$ cat src/rtl/blt_pkg.sv
package blt_pkg;
   localparam int unsigned NCH  = 4;
   localparam int unsigned CH_A = 0;
   localparam int unsigned CH_B = 1;
   localparam int unsigned CH_C = 2;
   localparam int unsigned CH_D = 3;

   typedef enum logic [2:0] {
      ST_IDLE,
      ST_SRC_A,
      ST_SRC_B,
      ST_SRC_C,
      ST_DST,
      ST_END
   } blt_state_e;
endpackage

$ cat src/rtl/blt_regs.sv
module blt_regs
   import blt_pkg::*;
#(
   parameter int AW  = 18,
   parameter int CW  = 10,
   parameter int RW  = 32,
   parameter int RAW = 4
) (
   input  logic                     clk,
   input  logic                     rst_n,
   input  logic                     we,
   input  logic [RAW-1:0]           addr,
   input  logic [RW-1:0]            wdata,
   input  logic                     busy,
   output logic [NCH-1:0][AW-1:0]   ptr_o,
   output logic [NCH-1:0][AW-1:0]   mod_o,
   output logic [CW-1:0]            width_o,
   output logic [CW-1:0]            height_o,
   output logic [7:0]               func_o,
   output logic [NCH-1:0]           en_o,
   output logic                     fill_o,
   output logic                     start_o
);
   localparam logic [RAW-1:0] A_WIDTH  = RAW'(8);
   localparam logic [RAW-1:0] A_HEIGHT = RAW'(9);
   localparam logic [RAW-1:0] A_CTRL   = RAW'(10);
   localparam logic [RAW-1:0] A_START  = RAW'(11);
   localparam int             CTL_W    = 8 + NCH + 1;

   logic [NCH-1:0][AW-1:0] ptr_q, mod_q;
   logic [CW-1:0]          width_q, height_q;
   logic [CTL_W-1:0]       ctrl_q;
   logic                   wr_ok;

   assign wr_ok = we && !busy;

   always_ff @(posedge clk or negedge rst_n) begin
      if (!rst_n) begin
         ptr_q    <= '0;
         mod_q    <= '0;
         width_q  <= '0;
         height_q <= '0;
         ctrl_q   <= '0;
      end else if (wr_ok) begin
         if (addr[RAW-1:2] == '0)
            ptr_q[addr[1:0]] <= wdata[AW-1:0];
         else if (addr[RAW-1:2] == (RAW-2)'(1))
            mod_q[addr[1:0]] <= wdata[AW-1:0];
         else if (addr == A_WIDTH)
            width_q <= wdata[CW-1:0];
         else if (addr == A_HEIGHT)
            height_q <= wdata[CW-1:0];
         else if (addr == A_CTRL)
            ctrl_q <= wdata[CTL_W-1:0];
      end
   end

   generate
      if (RW > AW) begin : g_spare
         logic unused_wdata;
         assign unused_wdata = ^wdata[RW-1:AW];
      end
   endgenerate

   assign ptr_o    = ptr_q;
   assign mod_o    = mod_q;
   assign width_o  = width_q;
   assign height_o = height_q;
   assign func_o   = ctrl_q[7:0];
   assign en_o     = ctrl_q[8 +: NCH];
   assign fill_o   = ctrl_q[8 + NCH];
   assign start_o  = wr_ok && (addr == A_START) && wdata[0];

   p_cfg_frozen_r8: assert property (@(posedge clk) disable iff (!rst_n)
      $past(busy) |-> ($stable(ctrl_q) && $stable(ptr_q) && $stable(mod_q)
                       && $stable(width_q) && $stable(height_q)));
endmodule

$ cat src/rtl/blt_chan.sv
module blt_chan #(
   parameter int AW = 18
) (
   input  logic          clk,
   input  logic          rst_n,
   input  logic          load,
   input  logic [AW-1:0] base,
   input  logic          adv,
   input  logic          dec,
   input  logic          eol,
   input  logic [AW-1:0] modulo,
   output logic [AW-1:0] ptr
);
   logic [AW-1:0] step, extra;

   assign step  = dec ? '1 : AW'(1);
   assign extra = eol ? modulo : '0;

   always_ff @(posedge clk or negedge rst_n) begin
      if (!rst_n)     ptr <= '0;
      else if (load)  ptr <= base;
      else if (adv)   ptr <= ptr + step + extra;
   end

   p_ptr_hold_r4: assert property (@(posedge clk) disable iff (!rst_n)
      (!load && !adv) |=> $stable(ptr));
endmodule

$ cat src/rtl/blt_logic.sv
module blt_logic #(
   parameter int DW = 16
) (
   input  logic [DW-1:0] a,
   input  logic [DW-1:0] b,
   input  logic [DW-1:0] c,
   input  logic [7:0]    func,
   output logic [DW-1:0] res
);
   generate
      for (genvar i = 0; i < DW; i++) begin : g_bit
         assign res[i] = func[{a[i], b[i], c[i]}];
      end
   endgenerate
endmodule

$ cat src/rtl/blt_fill.sv
module blt_fill #(
   parameter int DW      = 16,
   parameter int FILL_EN = 1
) (
   input  logic [DW-1:0] res,
   input  logic          fill,
   input  logic          cin,
   output logic [DW-1:0] out,
   output logic          cout
);
   generate
      if (FILL_EN != 0) begin : g_fill
         logic [DW-1:0] spread;
         logic          par;
         always_comb begin
            par = cin;
            for (int i = 0; i < DW; i++) begin
               spread[i] = res[i] | par;
               par       = par ^ res[i];
            end
         end
         assign out  = fill ? spread : res;
         assign cout = fill ? par : 1'b0;
      end else begin : g_plain
         logic unused_fill;
         assign unused_fill = fill ^ cin;
         assign out  = res;
         assign cout = 1'b0;
      end
   endgenerate
endmodule

$ cat src/rtl/blt_engine.sv
module blt_engine
   import blt_pkg::*;
#(
   parameter int DW      = 16,
   parameter int AW      = 18,
   parameter int CW      = 10,
   parameter int RW      = 32,
   parameter int RAW     = 4,
   parameter int FILL_EN = 1
) (
   input  logic           clk,
   input  logic           rst_n,
   input  logic           cfg_we,
   input  logic [RAW-1:0] cfg_addr,
   input  logic [RW-1:0]  cfg_wdata,
   output logic           busy,
   output logic           done,
   output logic           mem_req,
   output logic           mem_we,
   output logic [AW-1:0]  mem_addr,
   output logic [DW-1:0]  mem_wdata,
   input  logic           mem_gnt,
   input  logic [DW-1:0]  mem_rdata
);
   if (DW < 2)        begin : g_bad_dw  $error("DW too small"); end
   if (AW > RW)       begin : g_bad_aw  $error("AW exceeds RW"); end
   if (CW > RW)       begin : g_bad_cw  $error("CW exceeds RW"); end
   if (RAW < 4)       begin : g_bad_raw $error("RAW below 4"); end

   logic [NCH-1:0][AW-1:0] base, modv, ptr;
   logic [CW-1:0]          width, height, col, row;
   logic [7:0]             func;
   logic [NCH-1:0]         en;
   logic                   fill_cfg, fill_eff, start;
   blt_state_e             st;
   logic [DW-1:0]          da, db, dc, res;
   logic                   carry, cin, cout, step_ok, adv, eol, zero_size;

   blt_regs #(.AW(AW), .CW(CW), .RW(RW), .RAW(RAW)) u_regs (
      .clk(clk), .rst_n(rst_n), .we(cfg_we), .addr(cfg_addr), .wdata(cfg_wdata),
      .busy(busy), .ptr_o(base), .mod_o(modv), .width_o(width), .height_o(height),
      .func_o(func), .en_o(en), .fill_o(fill_cfg), .start_o(start));

   assign fill_eff = (FILL_EN != 0) && fill_cfg;

   generate
      for (genvar k = 0; k < NCH; k++) begin : g_chan
         blt_chan #(.AW(AW)) u_chan (
            .clk(clk), .rst_n(rst_n), .load(start), .base(base[k]), .adv(adv),
            .dec(fill_eff), .eol(eol), .modulo(modv[k]), .ptr(ptr[k]));
      end
   endgenerate

   blt_logic #(.DW(DW)) u_logic (.a(da), .b(db), .c(dc), .func(func), .res(res));

   blt_fill #(.DW(DW), .FILL_EN(FILL_EN)) u_fill (
      .res(res), .fill(fill_eff), .cin(cin), .out(mem_wdata), .cout(cout));

   always_comb begin
      mem_req  = 1'b0;
      mem_addr = ptr[CH_D];
      case (st)
         ST_SRC_A: begin mem_req = en[CH_A]; mem_addr = ptr[CH_A]; end
         ST_SRC_B: begin mem_req = en[CH_B]; mem_addr = ptr[CH_B]; end
         ST_SRC_C: begin mem_req = en[CH_C]; mem_addr = ptr[CH_C]; end
         ST_DST:   begin mem_req = en[CH_D]; mem_addr = ptr[CH_D]; end
         default:  ;
      endcase
   end

   assign mem_we    = (st == ST_DST);
   assign busy      = (st != ST_IDLE);
   assign step_ok   = !mem_req || mem_gnt;
   assign adv       = (st == ST_DST) && step_ok;
   assign eol       = (col == width - 1'b1);
   assign cin       = (col == '0) ? 1'b0 : carry;
   assign zero_size = (width == '0) || (height == '0);

   always_ff @(posedge clk or negedge rst_n) begin
      if (!rst_n) begin
         st    <= ST_IDLE;
         done  <= 1'b0;
         col   <= '0;
         row   <= '0;
         carry <= 1'b0;
         da    <= '0;
         db    <= '0;
         dc    <= '0;
      end else begin
         done <= 1'b0;
         case (st)
            ST_IDLE: if (start) begin
               col   <= '0;
               row   <= '0;
               carry <= 1'b0;
               st    <= zero_size ? ST_END : ST_SRC_A;
            end
            ST_SRC_A: if (step_ok) begin
               da <= en[CH_A] ? mem_rdata : '0;
               st <= ST_SRC_B;
            end
            ST_SRC_B: if (step_ok) begin
               db <= en[CH_B] ? mem_rdata : '0;
               st <= ST_SRC_C;
            end
            ST_SRC_C: if (step_ok) begin
               dc <= en[CH_C] ? mem_rdata : '0;
               st <= ST_DST;
            end
            ST_DST: if (step_ok) begin
               carry <= cout;
               if (eol) begin
                  col <= '0;
                  if (row == height - 1'b1) begin
                     st   <= ST_IDLE;
                     done <= 1'b1;
                  end else begin
                     row <= row + 1'b1;
                     st  <= ST_SRC_A;
                  end
               end else begin
                  col <= col + 1'b1;
                  st  <= ST_SRC_A;
               end
            end
            ST_END: begin
               st   <= ST_IDLE;
               done <= 1'b1;
            end
            default: st <= ST_IDLE;
         endcase
      end
   end

   p_req_hold_r9: assert property (@(posedge clk) disable iff (!rst_n)
      (mem_req && !mem_gnt) |=> (mem_req && $stable(mem_addr) && $stable(mem_we)
                                 && $stable(mem_wdata)));
   p_no_req_idle_r10: assert property (@(posedge clk) disable iff (!rst_n)
      !busy |-> !mem_req);
   p_done_at_fall_r6: assert property (@(posedge clk) disable iff (!rst_n)
      done |-> (!busy && $past(busy)));
   p_done_pulse_r6: assert property (@(posedge clk) disable iff (!rst_n)
      done |=> !done);
   p_no_write_r3: assert property (@(posedge clk) disable iff (!rst_n)
      (mem_req && mem_we) |-> en[CH_D]);
endmodule

$ cat config.mk
export PLATFORM = sky130hd
export DESIGN_NAME = blt_engine
export DESIGN_NICKNAME = d
export VERILOG_FILES = /design/src/rtl/blt_pkg.sv /design/src/rtl/blt_regs.sv /design/src/rtl/blt_chan.sv /design/src/rtl/blt_logic.sv /design/src/rtl/blt_fill.sv /design/src/rtl/blt_engine.sv
export SDC_FILE = /design/constraint.sdc
export NUM_CORES = 1
export LEC_CHECK = 0
export CAP_MARGIN = 20
export CORE_ASPECT_RATIO = 0.8
export CORE_MARGIN = 5
export CORE_UTILIZATION = 25
export DETAILED_ROUTE_END_ITERATION = 16
export DONT_BUFFER_PORTS = 1
export RECOVER_POWER = 25
export SYNTH_ARGS = -nofsm -noshare
export SYNTH_HDL_FRONTEND = slang
export SYNTH_SLANG_ARGS = --single-unit
$ cat constraint.sdc
create_clock -name clk -period 10.55 [get_ports clk]
set_input_delay 0.5275 -clock clk [delete_from_list [all_inputs] [get_ports clk]]
set_output_delay 0.5275 -clock clk [all_outputs]
set_load 0.02 [all_outputs]
==> run metrics, run 1 <==
status=finished clean; crit path max fanout=17; drt initial violations=1336; TritonCTS Buffers=38; R2R cell count=35; max_cap viols=0; CP Class=flop to primary output; RSZ-0062 raised after global routing=no; Clock Latency Late Sink=around 550 ps; initial core utilization=about a quarter; final setup fails=0; vias per inst=around 5.0; CP max-delay cell=dfrtp_1; sequential share of power=between 20 and 30%; fin cells=2952; total routed wirelength=56.9 mm; Synth area leader=dfrtp_1; Post-synth EDFFs=0; Area Overhead vs Synth=12.2%; switching power=3.26 mW; final period utilization=~72%; met1 Usage GRT=roughly 18%; slew at the pin closest to its max-slew limit=1130 ps; # port buffers=0; global-route wire length before repair=88.9 mm; root buffer cell=clkbuf_16; Seq/Total Area, Yosys=between 30% and 40%; site row count=93; Clock Sinks=around 320; most frequent cells after synthesis=dfrtp_1, mux2_2, nand2_1; Slew Limit Fails=0; switch share=43.9%; post-route setup slack=3000 ps; GR Util All Layers=between 10% and 20%; worst path arrival time=7030 ps; power density over the cells=326 nW/um^2; Chip Width=329 um; # IOs=94; Setup TNS=0 ps; Synth Register Bits=322; router iterations before antenna repair=5; Crit. End Element=primary output; Setup crit start kind=flop; clock network fraction of design power=18.4%; H-tree depth=2; # DRC=0; RD Place Congestion=0.864; final worst clock skew=30.1 ps; Comb pwr share=just over 50%; pin count of the biggest net entering global routing=~320; Cell Area, Placed=21400 um^2; largest cells by area after synthesis=dfrtp_1, mux2_2, fa_1, ha_1, mux4_2; top_reg_cell synth=dfrtp_1; CTS tree=built; GR peak layer=met2; wire length per cell=19.3 um; Final HPWL DP=38.0 mm; total gr overflow=0; syn avg cell area=about 11 um^2; DP Cell Count=2878; via count=14700; Netlist cell types=75; core area=80500 um^2; Peak VDD IR=0.221 mV; synth warn=0; dpl ws=3560 ps; P_leak=10.0 nW; Final Hold Vio Count=0; Worst-path clk slew=about 60 ps; Max Clock Freq=approximately 130 MHz; Slew headroom=24.5%; hold crit path type=input pin to flop; Cells after Synth=1881; clock buffer depth=3; ANT nets after route=0; Synth async-reset ratio=100%; Worst EP required=10020 ps; top-area cell type share of the netlist area=between 30% and 40%; met3 usage=2.51%; design area=22800 um^2; proportion of layout cells with a drive suffix above 1=between 10% and 20%; number of global-route vias before repair=15100; synthesized area=approximately 20000 um^2; count leader, synth=dfrtp_1; minimum clock period=~7600 ps; layout net count=just over 2000; Die Ht=approximately 260 um; die area=around 87000 um^2; syn nets=2095; met2 global-route usage=20.6%; WHS Path Cells=2; Internal Power=around 4.2 mW; antenna violations before repair=0; Largest stage delay, worst path=between 600 and 700 ps; most used cell, CP=ha_1
state kept, by name, indices dropped and copies added (netlist names):
signal / cells
carry: 1
col: 10
da: 16
db: 16
dc: 16
done: 1
g_chan.u_chan.ptr: 72
row: 10
st: 3
u_regs.ctrl_q: 13
u_regs.height_o: 10
u_regs.mod_o: 72
u_regs.ptr_o: 72
u_regs.width_o: 10
cell usage in the layout, fill, tap and decap left out, types with 10 or more instances in the layout:
master / n
fa_1: 68
o21a_1: 10
inv_1: 64
mux4_2: 32
mux2_2: 183
a221o_1: 13
clkbuf_1: 11
nor2b_1: 26
a211oi_1: 11
nand2b_1: 19
a21o_1: 19
and3_1: 10
xor2_1: 38
a22oi_1: 45
dfrtp_1: 320
xnor2_1: 40
buf_4: 17
a21oi_1: 68
ha_1: 90
nor3_1: 27
nand3_1: 27
clkbuf_16: 39
nand2_1: 164
and2_1: 70
o21ai_0: 120
nor2_1: 84
mux2i_1: 55
o22a_1: 13
area by class of cell:
type	count	area (um^2)
diodes	2	5.00
clock buffers	53	1070
clock inverters	14	203
fillers	8354	57700
inverters	64	240
multi-input cells	1383	11600
flip-flops and latches	322	8060
well taps	1092	1370
repair buffers	22	241
power by group through the flow:
| stage | registers (mW) | clock network (mW) | logic, mW |
|---|---|---|---|
| floorplan | 2.05 | 0 | 2.92 |
| global placement | 2.20 | 0 | 3.76 |
| detailed placement | 2.24 | 0 | 3.82 |
| CTS | 2.22 | 1.40 | 3.87 |
| global route | 2.30 | 1.45 | 4.35 |
| finish | 2.22 | 1.37 | 3.85 |
worst max-delay path, delay by kind of cell, from the launching register on:
kind       cells  cell delay (ps)
fa+ha+maj     16             4030
mux            3             1220
buf+inv       15              620
flops          1              620
what timing repair did:
item,CTS,global route
hold endpoints to repair,322,0
resized for setup,0,0
setup buffers,0,0
hold buffers,1,0
through the flow:
stage	utilization, %	power, mW	hold WS, ps
finish	28.3	7.44	113
global route	28.3	8.10	105
CTS	28.2	7.49	87.2
detailed placement	26.6	6.05	264
global placement	26.6	5.96	267
floorplan	-	4.97	232
logic make-up (layout without fill, tap and decap cells):
logic type	Yosys count	after routing	synth area share (%)
simple gates	493	493	12.3
compound gates	383	383	12.6
flops	322	322	39.7
mux	270	270	16.4
buf+inv	176	153	3.37
fa+ha+maj	158	158	12.2
xor+xnor	79	79	3.48
other cells	0	2	0
layer usage:
metal	vias up	wire length (um)
met2	436	26000
met1	7519	25800
li1	6668	-
met4	0	1250
met3	78	3880
met5	-	0
worst paths after layout:
kind / from / to / slack [ps]
max: u_regs.ctrl_q[7] / mem_wdata[15] / 3000
min: mem_rdata[6] / da[6] / 110
max reg2reg: u_regs.ctrl_q[7] / carry / 3990
min reg2reg: u_regs.ptr_o[0] / g_chan[0].u_chan.ptr[0] / 480
max in group asynchronous: rst_n / db[6] / 8970
min in group asynchronous: rst_n / u_regs.mod_o[68] / 210
No activity file was read; power rests on OpenSTA's default activity.
==> run 2, diff against run 1 <==
==> constraint.sdc (replaced) <==
create_clock -name clk -period 6.95 [get_ports clk]
set_input_delay 0.3475 -clock clk [delete_from_list [all_inputs] [get_ports clk]]
set_output_delay 0.3475 -clock clk [all_outputs]
set_load 0.02 [all_outputs]
==> run 2 against run 1 <==
  * The flow now finishes with violations (hold timing)
  * Die area is the same
  * Clock power up 50%
  * Sequential share of layout area shrank 0.92 points
  * First-iteration DRC count decreased by 1.4%
  * Flip-flop and latch count unchanged
  * Largest power group unchanged
  * Combinational power grew 92%
  * Setup slack got worse by 2800 ps
==> run metrics, run 2 (synthesis gave the netlist of run 1 again) <==
max_cap viols=0 (unchanged); number of global-route vias before repair=15300 (+1.0%); clock buffer depth=3 (unchanged); Worst Path Buf+Inv=16 (+1); Slew Limit Fails=0 (unchanged); root buffer cell=clkbuf_16; most common cell after layout, fill and taps aside=dfrtp_1; Worst-path clk slew=60 ps (about the same); R2R cell count=19 (-46%); WP depth=35 (+2.9%); Clock Latency Late Sink=560 ps (about the same); Crit. End Element=primary output; crit path max fanout=3 (-14); DP Cell Count=2895 (+0.59%); P_leak=10.2 nW (+1.9%); fin cells=3003 (+1.7%); power density over the cells=545 nW/um^2 (+67%); worst path arrival time=6440 ps (-590 ps); failing checks=hold timing; layout filler cell count=8314 (-0.48%); hold buffer count at cts=34 (+33); proportion of layout cells with a drive suffix above 1=19.4% (+2.1 points); fin util=29.0% (+0.76 points); final worst clock skew=21.5 ps (-8.60 ps); Max Clock Freq=147 MHz; die area=87100 um^2 (unchanged); pin count of the biggest net entering global routing=323 (unchanged); antenna violations before repair=6 (+6); vias per inst=4.98 (about the same); status=finished, violations left; dpl ws=493 ps (-3060 ps); total gr overflow=0 (unchanged); Chip Width=329 um (unchanged); router iterations before antenna repair=5 (unchanged); drt initial violations=1317 (-1.4%); slew at the pin closest to its max-slew limit=1110 ps (-24.4 ps); Setup TNS=0 ps (unchanged); RD Place Congestion=0.845 (-2.2%); design area=23400 um^2 (+2.7%); via count=14900 (+1.7%); Worst EP required=6600 ps (-3420 ps); Clock Sinks=322 (unchanged); FF-to-FF Start=u_regs.width_o[0]; hold slack=-499 ps (-613 ps); layout net count=2093 (+2.3%); Peak VDD IR=0.505 mV (+130%); final period utilization=between 90% and 100%; Slew headroom=25.5% (+0.97 points); Cell Area, Placed=21500 um^2 (+0.63%); minimum clock period=6790 ps; global-route wire length before repair=91.3 mm (+2.7%); TritonCTS Buffers=38 (unchanged); # DRC=0 (unchanged); total routed wirelength=57.9 mm (+1.7%); most used cell, CP=ha_4; CTS tree=built; core area=80500 um^2 (unchanged); Final Hold Vio Count=322 (+322); CP max-delay cell=mux4_2; site row count=93 (unchanged); CP Class=flop to primary output; commonest cells after routing, fill and taps aside=dfrtp_1, mux2_2, nand2_1, o21ai_0, nor2_1; Setup crit start kind=flop; GR Util All Layers=13.2% (+0.31 points); hold crit path type=input pin to async pin; ANT nets after route=0 (unchanged); CP delay by family, top=adder cells; GR peak layer=met2; # port buffers=0 (unchanged); initial core utilization=25.2% (unchanged); final setup fails=0 (unchanged); Final HPWL DP=38.8 mm (+2.1%); # IOs=94 (unchanged); reg2reg end=g_chan[0].u_chan.ptr[17]; Die Ht=265 um (unchanged); met1 Usage GRT=18.1% (+0.34 points); met2 global-route usage=20.9% (+0.27 points); post-route setup slack=162 ps (-2830 ps); met3 usage=3.28% (+0.76 points); Critical Path Start=dc[0]; RSZ-0062 raised after global routing=yes; H-tree depth=2 (unchanged); end of the critical path=mem_wdata[15]; wire length per cell=19.3 um (about the same); setup slack, reg-to-reg=840 ps (-3150 ps); Final Power=12.7 mW (+71%); Area Overhead vs Synth=15.2%; Largest stage delay, worst path=530 ps (-90 ps)
## run 2: what timing repair did
item	4_1_cts	5_1_grt
setup endpoints to repair	1	1
pin swaps	11	15
resized for setup	13	28
buffers inserted	1	0
hold endpoints to repair	547	322
## run 2: how the worst min path moves through the flow
stage / to / start
detailed placement: u_regs.mod_o[67] / rst_n
floorplan: carry / rst_n
CTS: u_regs.mod_o[67] / rst_n
global route: u_regs.mod_o[68] / rst_n
global placement: u_regs.mod_o[68] / rst_n
finish: u_regs.mod_o[68] / rst_n
## run 2: area by class of cell
type                            instances  area (um^2)  share of cell area, %
Antenna cell                            4         10.0                 0.0428
Clock buffer                           56         1120                   4.79
Clock inverter                         12          144                  0.615
Inverter                               64          263                   1.12
Multi-Input combinational cell       1383        11800                   50.4
Sequential cell                       322         8060                   34.5
Tap cell                             1092         1370                   5.84
Timing Repair Buffer                   70          638                   2.73
## run 2: per-layer routing
metal	vias to the layer above	routed length (um)
met4	6	1330
met5	-	37
met1	7640	26200
li1	6774	-
met2	437	26300
met3	88	3960
## run 2: worst register-to-register path, delay by kind of cell (launching register included)
family                   cells  cell delay [ps]
AO/OA/AOI/OAI                7             1950
AND/OR/NAND/NOR              5             2120
flip-flops                   1              450
adder cells (fa/ha/maj)      4             1150
buffers and inverters        2              150
XOR/XNOR                     1              160
## run 2: power by group
group	switching [mW]	internal [mW]	leakage, nW	total [mW]
sequential	0.708	2.59	4.20	3.30
clock	0.822	1.23	0.619	2.05
combinational	4.02	3.37	5.39	7.39
